$ cat src/rtl/tmr_pkg.sv
package tmr_pkg;

  typedef enum logic [1:0] {
    TA_LO   = 2'd0,
    TA_HI   = 2'd1,
    TA_CTL  = 2'd2,
    TA_NONE = 2'd3
  } tmr_addr_e;

  localparam int unsigned CTL_RUN_BIT  = 0;
  localparam int unsigned CTL_MODE_BIT = 1;
  localparam int unsigned CTL_PS_LSB   = 2;

endpackage

$ cat src/rtl/tmr_prescaler.sv
module tmr_prescaler #(
  parameter int unsigned SEL_W = 2
) (
  input  logic             clk,
  input  logic             srst_n,
  input  logic             tick_i,
  input  logic             clr_i,
  input  logic [SEL_W-1:0] sel_i,
  output logic             tc_o
);
  localparam int unsigned PC_W = (1 << SEL_W) - 1;

  logic [PC_W-1:0] pc_q, pc_d;
  logic [PC_W:0]   lim;
  logic            term;
  logic            pc_en;

  always_comb begin
    lim   = ((PC_W+1)'(1) << sel_i) - (PC_W+1)'(1);
    term  = ({1'b0, pc_q} >= lim);
    tc_o  = tick_i & term;
    pc_en = clr_i | tick_i;
    pc_d  = pc_q;
    if (clr_i)       pc_d = '0;
    else if (term)   pc_d = '0;
    else             pc_d = pc_q + PC_W'(1);
  end

  always_ff @(posedge clk or negedge srst_n) begin
    if (!srst_n)    pc_q <= '0;
    else if (pc_en) pc_q <= pc_d;
  end

endmodule

$ cat src/rtl/tmr_counter.sv
module tmr_counter #(
  parameter int unsigned DW = 8
) (
  input  logic            clk,
  input  logic            srst_n,
  input  logic            inc_i,
  input  logic            lo_we_i,
  input  logic            hi_we_i,
  input  logic            hi_from_buf_i,
  input  logic [DW-1:0]   wdata_i,
  input  logic [DW-1:0]   buf_i,
  output logic [2*DW-1:0] cnt_o,
  output logic            wrap_o
);
  localparam int unsigned CW = 2 * DW;

  logic [CW-1:0] cnt_q, cnt_d;
  logic          cnt_en;

  always_comb begin
    cnt_d  = cnt_q;
    cnt_en = lo_we_i | hi_we_i | inc_i;
    if (lo_we_i) begin
      cnt_d[DW-1:0] = wdata_i;
      if (hi_from_buf_i) cnt_d[CW-1:DW] = buf_i;
    end else if (hi_we_i) begin
      cnt_d[CW-1:DW] = wdata_i;
    end else if (inc_i) begin
      cnt_d = cnt_q + CW'(1);
    end
    wrap_o = inc_i & ~lo_we_i & ~hi_we_i & (&cnt_q);
  end

  always_ff @(posedge clk or negedge srst_n) begin
    if (!srst_n)     cnt_q <= '0;
    else if (cnt_en) cnt_q <= cnt_d;
  end

  assign cnt_o = cnt_q;

endmodule

$ cat src/rtl/tmr_regif.sv
module tmr_regif
  import tmr_pkg::*;
#(
  parameter int unsigned DW   = 8,
  parameter int unsigned PS_W = 2
) (
  input  logic            clk,
  input  logic            srst_n,
  input  logic [1:0]      addr_i,
  input  logic            wr_i,
  input  logic            rd_i,
  input  logic [DW-1:0]   wdata_i,
  input  logic [2*DW-1:0] cnt_i,
  input  logic            wrap_i,
  output logic [DW-1:0]   rdata_o,
  output logic            run_o,
  output logic            mode_o,
  output logic [PS_W-1:0] sel_o,
  output logic            ovf_o,
  output logic [DW-1:0]   buf_o,
  output logic            lo_we_o,
  output logic            hi_we_o,
  output logic            hi_from_buf_o,
  output logic            pre_clr_o
);
  localparam int unsigned OVF_BIT = DW - 1;

  tmr_addr_e     addr;
  logic          wr_lo, wr_hi, wr_ctl, rd_lo;
  logic          run_q, mode_q, ovf_q, ovf_d;
  logic [PS_W-1:0] sel_q;
  logic [DW-1:0] buf_q, buf_d;
  logic          buf_en, ctl_en, ovf_en;
  logic [DW-1:0] ctl_word;

  assign addr = tmr_addr_e'(addr_i);

  always_comb begin
    wr_lo  = wr_i & (addr == TA_LO);
    wr_hi  = wr_i & (addr == TA_HI);
    wr_ctl = wr_i & (addr == TA_CTL);
    rd_lo  = rd_i & (addr == TA_LO);

    lo_we_o       = wr_lo;
    hi_from_buf_o = wr_lo & mode_q;
    hi_we_o       = wr_hi & ~mode_q;
    pre_clr_o     = wr_lo;

    buf_en = mode_q & (wr_hi | rd_lo);
    buf_d  = wr_hi ? wdata_i : cnt_i[2*DW-1:DW];

    ctl_en = wr_ctl;
    ovf_en = wrap_i | wr_ctl;
    if (wrap_i)                 ovf_d = 1'b1;
    else if (wdata_i[OVF_BIT])  ovf_d = 1'b0;
    else                        ovf_d = ovf_q;
  end

  always_ff @(posedge clk or negedge srst_n) begin
    if (!srst_n)     buf_q <= '0;
    else if (buf_en) buf_q <= buf_d;
  end

  always_ff @(posedge clk or negedge srst_n) begin
    if (!srst_n) begin
      run_q  <= 1'b0;
      mode_q <= 1'b0;
      sel_q  <= '0;
    end else if (ctl_en) begin
      run_q  <= wdata_i[CTL_RUN_BIT];
      mode_q <= wdata_i[CTL_MODE_BIT];
      sel_q  <= wdata_i[CTL_PS_LSB +: PS_W];
    end
  end

  always_ff @(posedge clk or negedge srst_n) begin
    if (!srst_n)     ovf_q <= 1'b0;
    else if (ovf_en) ovf_q <= ovf_d;
  end

  always_comb begin
    ctl_word                        = '0;
    ctl_word[CTL_RUN_BIT]           = run_q;
    ctl_word[CTL_MODE_BIT]          = mode_q;
    ctl_word[CTL_PS_LSB +: PS_W]    = sel_q;
    ctl_word[OVF_BIT]               = ovf_q;
    rdata_o = '0;
    if (rd_i) begin
      unique case (addr)
        TA_LO:   rdata_o = cnt_i[DW-1:0];
        TA_HI:   rdata_o = mode_q ? buf_q : cnt_i[2*DW-1:DW];
        TA_CTL:  rdata_o = ctl_word;
        default: rdata_o = '0;
      endcase
    end
  end

  assign run_o  = run_q;
  assign mode_o = mode_q;
  assign sel_o  = sel_q;
  assign ovf_o  = ovf_q;
  assign buf_o  = buf_q;

endmodule

$ cat src/rtl/tmr_shadow_timer.sv
module tmr_shadow_timer #(
  parameter int unsigned DW   = 8,
  parameter int unsigned PS_W = 2
) (
  input  logic          clk,
  input  logic          rst_n,
  input  logic          cnt_en_i,
  input  logic [1:0]    bus_addr_i,
  input  logic          bus_wr_i,
  input  logic          bus_rd_i,
  input  logic [DW-1:0] bus_wdata_i,
  output logic [DW-1:0] bus_rdata_o,
  output logic          ovf_o
);
  localparam int unsigned CW = 2 * DW;

  logic [1:0]      rst_sync_q;
  logic            srst_n;
  logic [CW-1:0]   cnt_q;
  logic [DW-1:0]   buf_q;
  logic            run, mode, ovf;
  logic [PS_W-1:0] sel;
  logic            tick, tc, wrap;
  logic            lo_we, hi_we, hi_from_buf, pre_clr;

  always_ff @(posedge clk or negedge rst_n) begin
    if (!rst_n) rst_sync_q <= 2'b00;
    else        rst_sync_q <= {rst_sync_q[0], 1'b1};
  end
  assign srst_n = rst_sync_q[1];

  assign tick = cnt_en_i & run;

  tmr_prescaler #(.SEL_W(PS_W)) pre_i (
    .clk    (clk),
    .srst_n (srst_n),
    .tick_i (tick),
    .clr_i  (pre_clr),
    .sel_i  (sel),
    .tc_o   (tc)
  );

  tmr_counter #(.DW(DW)) cnt_i (
    .clk           (clk),
    .srst_n        (srst_n),
    .inc_i         (tc),
    .lo_we_i       (lo_we),
    .hi_we_i       (hi_we),
    .hi_from_buf_i (hi_from_buf),
    .wdata_i       (bus_wdata_i),
    .buf_i         (buf_q),
    .cnt_o         (cnt_q),
    .wrap_o        (wrap)
  );

  tmr_regif #(.DW(DW), .PS_W(PS_W)) regs_i (
    .clk           (clk),
    .srst_n        (srst_n),
    .addr_i        (bus_addr_i),
    .wr_i          (bus_wr_i),
    .rd_i          (bus_rd_i),
    .wdata_i       (bus_wdata_i),
    .cnt_i         (cnt_q),
    .wrap_i        (wrap),
    .rdata_o       (bus_rdata_o),
    .run_o         (run),
    .mode_o        (mode),
    .sel_o         (sel),
    .ovf_o         (ovf),
    .buf_o         (buf_q),
    .lo_we_o       (lo_we),
    .hi_we_o       (hi_we),
    .hi_from_buf_o (hi_from_buf),
    .pre_clr_o     (pre_clr)
  );

  assign ovf_o = ovf;

endmodule

$ cat config.mk
export PLATFORM = sky130hd
export DESIGN_NAME = tmr_shadow_timer
export DESIGN_NICKNAME = d
export VERILOG_FILES = /design/src/rtl/tmr_pkg.sv /design/src/rtl/tmr_prescaler.sv /design/src/rtl/tmr_counter.sv /design/src/rtl/tmr_regif.sv /design/src/rtl/tmr_shadow_timer.sv
export SDC_FILE = /design/constraint.sdc
export NUM_CORES = 1
export LEC_CHECK = 0
export ABC_CLOCK_PERIOD_IN_PS = 1380
export BUFFER_PORTS_ARGS = -buffer_cell sky130_fd_sc_hd__buf_2
export CAP_MARGIN = 0
export CORE_MARGIN = 8
export CORE_UTILIZATION = 25
export CTS_BUF_LIST = sky130_fd_sc_hd__clkbuf_16
export CTS_CLUSTER_SIZE = 14
export DETAILED_ROUTE_END_ITERATION = 8
export PLACE_DENSITY = 0.43
export SYNTH_ARGS = -nofsm -noshare
export SYNTH_HDL_FRONTEND = slang
export SYNTH_HIERARCHICAL = 1
export SYNTH_SLANG_ARGS = --single-unit
$ cat constraint.sdc
create_clock -name clk -period 1.38 [get_ports clk]
set_clock_uncertainty 0.05 [all_clocks]
set_input_delay 0.207 -clock clk [delete_from_list [all_inputs] [get_ports clk]]
set_output_delay 0.207 -clock clk [all_outputs]
set_load 0.05 [all_outputs]
Word level (Yosys, flattened, before mapping)
Index checks and enable logic that the tools add are counted.
- register bits: 34
- input port bits: 15
- output and inout bits: 9
- word-level logic and storage cells: 59
- add/sub/neg operators: 3
- order comparisons: 1
- equal/unequal tests: 4
- shift operators: 1
- muxes and demuxes: 13
- bitwise gates (word level): 20
- reductions and logical operators: 8
- operator list (kind ; count):
    8-bit two-way mux ; 6
    16-bit two-way mux ; 2
    8-bit one-hot mux with 3 select lines ; 1
    16-bit by 1-bit adder with 16-bit output, second input constant ; 1
    16-bit AND reduction ; 1
    1-bit bitwise AND ; 12
    3-bit two-way mux ; 2
    3-bit AND reduction ; 2
    1-bit OR ; 5
    3-bit by 4-bit >= comparator with 1-bit output ; 1
    2-bit nonzero test ; 2
    1-bit by 2-bit left shift with 4-bit output, first input constant ; 1
    4-bit by 2-bit subtractor with 4-bit output, second input constant ; 1
    3-bit by 1-bit adder with 3-bit output, second input constant ; 1
    1-bit NOT ; 3
    3-bit nonzero test ; 1
    2-bit by 1-bit == test with 1-bit output, second input constant ; 1
    2-bit == test, second input constant ; 1
    2-bit logical NOT ; 1
    1-bit two-way mux ; 2
    2-bit by 1-bit != test with 1-bit output, second input constant ; 1
    2-bit != test, second input constant ; 1
    2-bit AND reduction ; 1

Logic depth before layout (Yosys ltp)
- depth in word-level cells: 9
- depth in mapped cells: 10
- gate-level depth less buffers: 9

By module
The synthesis kept the hierarchy.
- modules (own cells, without submodules) (module ; times used ; cells each ; area an instance (µm²) ; seq. area each (µm²)):
    tmr_counter ; 1 ; 128 ; 1096.1 ; 400.4
    tmr_regif ; 1 ; 88 ; 958.4 ; 325.3
    tmr_prescaler ; 1 ; 27 ; 259.0 ; 75.1
    tmr_shadow_timer ; 1 ; 4 ; 60.1 ; 50.0

Worst setup path before layout
Ideal clock, no wire load.
- path type: flip-flop to output port
- start point: reg regs_i.mode_q (netlist: regs_i/mode_o)
- end point: out bus_rdata_o[1]
- arrival: 2.124 ns
- data required time: 1.123 ns
- path slack: -1.001 ns
- cell stages (with the launch flop): 5
- path buffers: 1
- cells stage by stage: dfrtp_1 > buf_4 > nand3b_1 > a21o_1 > a221oi_1
- word-level cells in the longest chain between the ends: 3
- RTL lines (item ; RTL line ; RTL):
    start, declared ; tmr_regif.sv:30 ; logic run_q, mode_q, ovf_q, ovf_d;
    start signal, assigned ; tmr_regif.sv:71 ; mode_q <= wdata_i[CTL_MODE_BIT];
    8-bit two-way mux ; tmr_regif.sv:91 ; TA_HI: rdata_o = mode_q ? buf_q : cnt_i[2*DW-1:DW];
    8-bit one-hot mux with 3 select lines * ; tmr_regif.sv:89 ; unique case (addr)
    8-bit two-way mux * ; tmr_regif.sv:88 ; if (rd_i) begin
    end, declared ; tmr_shadow_timer.sv:12 ; output logic [DW-1:0] bus_rdata_o,
Mark *: on every way between the ends. The rest lies on a longest branch, timed or not.

Final worst setup path
- start point: reg regs_i.sel_q[1] (netlist: regs_i/sel_o[1])
- end point: reg cnt_i.cnt_q[8] (netlist: cnt_i/cnt_o[8])
- word-level cells in the longest chain between the ends: 6
- elaborated cells between the ends (all ways): 7
- classes of those cells: add/sub: 1; order compare: 1; shift: 1; bitwise: 2; reduce/logical: 2
- RTL lines (item ; RTL line ; RTL):
    start, declared ; tmr_regif.sv:31 ; logic [PS_W-1:0] sel_q;
    start signal, assigned ; tmr_regif.sv:72 ; sel_q <= wdata_i[CTL_PS_LSB +: PS_W];
    1-bit by 2-bit left shift with 4-bit output * ; tmr_prescaler.sv:19 ; lim = ((PC_W+1)'(1) << sel_i) - (PC_W+1)'(1);
    4-bit by 2-bit subtractor with 4-bit output * ; tmr_prescaler.sv:19 ;
    3-bit by 4-bit >= comparator with 1-bit output * ; tmr_prescaler.sv:20 ; term = ({1'b0, pc_q} >= lim);
    1-bit bitwise AND * ; tmr_prescaler.sv:21 ; tc_o = tick_i & term;
    named net tc ; tmr_shadow_timer.sv:23 ; logic tick, tc, wrap;
    3-bit nonzero test (no line) or 1-bit OR (tied branches) ; - ;
    3-bit AND reduction (no line) * ; - ;
    end signal, assigned ; tmr_counter.sv:36 ; else if (cnt_en) cnt_q <= cnt_d;
    end, declared ; tmr_counter.sv:17 ; logic [CW-1:0] cnt_q, cnt_d;
Mark *: on every way through the listed nets, which the timed path passes. The rest lies on a longest branch.
A chain may end at the register's enable or synchronous reset.

==> reports/results.txt <==
Worst-skew pair later-pin latency: 280 ps
Peak Freq: 487 MHz
Register bit total from synthesis: 34
Final worst slack: -675 ps
CTS tree: built
Pre-CTS setup slack: -707 ps
Reg2reg path depth: 9
Internal power: 0.00350 W
DP HPWL: 5.90 mm
Starting Density: 0.257
Std-Cell Core Area: 0.00924 mm2
Worst hold path class: input pin to flip-flop
CTS max path bufs: 2
Commonest non-fill, non-tap cells in the layout: buf_4 (78), dfrtp_1 (33), nor2_1 (17), nand2_1 (17), buf_2 (15)
Crit. Startpoint: regs_i/sel_o[1]
EDFF count, synth: 0
Startpoint types: flip-flop
Clock network power share: 0.194
GPL Wtd Cong: 0.800
Nets: 368
Post-Synthesis Cell Area: 0.00237 mm2
Status: finished with violations
Reg clk slew, reported paths: 50 ps
Post-placement cell count: 461
Flop pwr share: 0.296
Flop2flop setup slack: -680 ps
Unrepaired setup endpoints after global routing: true
Critical Path End: cnt_i/cnt_o[8]
Final Cell Area: 0.00369 mm2
Crit Path Class: flip-flop to flip-flop
Synth Warn #: 6
Io pins: 24
Library cells used by synthesis: 59
Tcrit/Tclk final: 1.49
Number of global-route vias before repair: 2287
Post-Syn Instances: 247
Share of cells above drive strength 1: 0.484
Combinational share of power: 0.510
Relative slew margins: 0.656
Via count: 2262
Initial antenna violation count: 0
RR Endpoint: cnt_i/cnt_o[8]
CP endpoint kind: flip-flop
Final hold vios: 0
Worst path arrival time: 2170 ps
Horiz. Die Dim: 113 um
WL per Instance: 16.2 um
Worst Path Max Fanout: 5
WP data required: 1490 ps
N_diodes: 0
Cts bufs inserted: 5
Post-synthesis sequential area ratio: 0.358
Synthesized net count: 267
Area of placed instances: 0.00327 mm2
First-pass GRT wire length: 12.5 mm
DRC viols: 0
Sw power: 0.00194 W
Die Y: 113 um
Largest net degree at the start of global routing: 33
H-tree levels: 2
Rows: 35
PwrDens: 1470 mW/mm2
Fin crit period: 2060 ps
Sw Share: 0.356
Pwr Total: 0.00544 W
Post-Route Setup TNS: -14950 ps
Top_reg_cell synth: dfrtp_1
Synthesis-to-layout area growth: 55.5%
CTS Root Cell: clkbuf_16
Fillers: 916
Final setup viols: 36
Most common cell after layout, fill and taps aside: buf_4
# port buffers: 23
VDD IR max: 0.473 mV
TritonCTS Sinks: 34
FF-to-FF Start: regs_i/sel_o[1]
Drt first pass iters: 4
Total routed wirelength: 7.76 mm
Slew Limit Fails: 0
Asr flop ratio synth: 1.00
Syn_area_per_cell: 9.61 um2
Max-Cap Viols: 0
DR vias/cell: 4.73
Final cell count without fillers: 478
LEAKAGE: 1.63 nW
Initial DRC Count: 105
Die area: 0.0129 mm2
Overflow left after global routing: 0
Worst-Margin Slew: 511 ps
Tot GR Track Use: 0.125
Failing checks: setup timing
ANT nets after route: 0
state kept, by name, indices dropped and copies added (netlist names):
register and cells:
pre_i/pc_q 3, regs_i/run_o 1, regs_i/sel_o 2, rst_sync_q 2, regs_i/ovf_o 1, cnt_i/cnt_o 16
regs_i/mode_o 1, regs_i/buf_o 8
power groups by stage:
stage                     clock network [W]  logic, W  registers, W
final                               0.00105   0.00277       0.00161
after detailed placement                  0   0.00245       0.00163
after global routing                0.00113   0.00300       0.00167
after floorplan                           0   0.00126       0.00164
after global placement                    0   0.00244       0.00162
after CTS                           0.00110   0.00267       0.00161
timing repair:
action,CTS,global route
setup endpoints to repair,36,36
hold endpoints to repair,2,0
pin swaps,12,8
resized for setup,35,16
buffers inserted,7,3
hold buffers,1,0
cell usage after synthesis (all sizes together), types with 4 or more instances:
library cell  number  share of area
nand3              4         0.0084
o21ai             21          0.046
a22o               5          0.018
nand2             18          0.028
clkbuf             8          0.013
inv                8          0.013
xnor2              4          0.015
nor2              20          0.038
mux2              20           0.11
dfrtp             34           0.36
ha                 5          0.026
a31oi              5          0.013
nand3b             6          0.024
buf                5          0.014
nor3               4         0.0084
nor2b              4          0.012
mux2i              9          0.038
a211o              4          0.015
nand2b             7          0.018
a21oi              9          0.021
nand4              6          0.025
worst min path at each step:
stage | start | end | slack, ps | cells after the start
6_report | bus_wdata_i[6] | cnt_i/cnt_o[6] | 150 | 3
5_1_grt | bus_wdata_i[6] | cnt_i/cnt_o[6] | 160 | 3
3_3_place_gp | rst_n | rst_sync_q[0] | -60 | 1
4_1_cts | bus_wdata_i[6] | cnt_i/cnt_o[6] | 150 | 3
2_1_floorplan | rst_n | rst_sync_q[0] | -140 | 0
3_5_place_dp | rst_n | rst_sync_q[0] | -60 | 1
metrics by stage:
step,util,hold slack [ps]
finish,0.399,151
global route,0.399,156
CTS,0.391,150
detailed placement,0.354,-56.0
global placement,0.354,-56.4
floorplan,-,-139
critical path, cell delays in order, from the launching register on:
cell and delay [ps]:
dfrtp_1 390, or2_4 240, ha_4 220, nor2b_4 110
o21ai_2 60, and2_4 170, buf_4 130, buf_4 120
o22a_4 210, a22o_1 220
cells by family (layout without fill, tap and decap cells):
| group | after synthesis | after routing | share of synthesized area |
|---|---|---|---|
| simple gates | 83 | 83 | 0.206 |
| compound gates | 67 | 67 | 0.197 |
| flops | 34 | 34 | 0.358 |
| mux | 29 | 29 | 0.145 |
| buf+inv | 21 | 123 | 0.0390 |
| xor+xnor | 7 | 7 | 0.0258 |
| fa+ha+maj | 5 | 5 | 0.0264 |
| other cells | 1 | 1 | 0.00158 |
metal layers:
layer  share of wire  vias to the layer above  GRT usage
li1                -                     1120          -
met1            0.49                     1099      0.177
met2            0.45                       37      0.187
met3           0.051                        6     0.0248
met4           0.011                        0     0.0346
met5               0                        -          0
area by class of cell:
type	count	area, um2	area share
timing repair buffer	107	826	0.224
inverter	8	30.0	0.00814
tap	129	161	0.0437
multi-input combinational	192	1680	0.456
clock buffer	5	125	0.0339
clock inverter	3	12.5	0.00339
sequential	34	852	0.231
(Power assumes the default switching activity.)
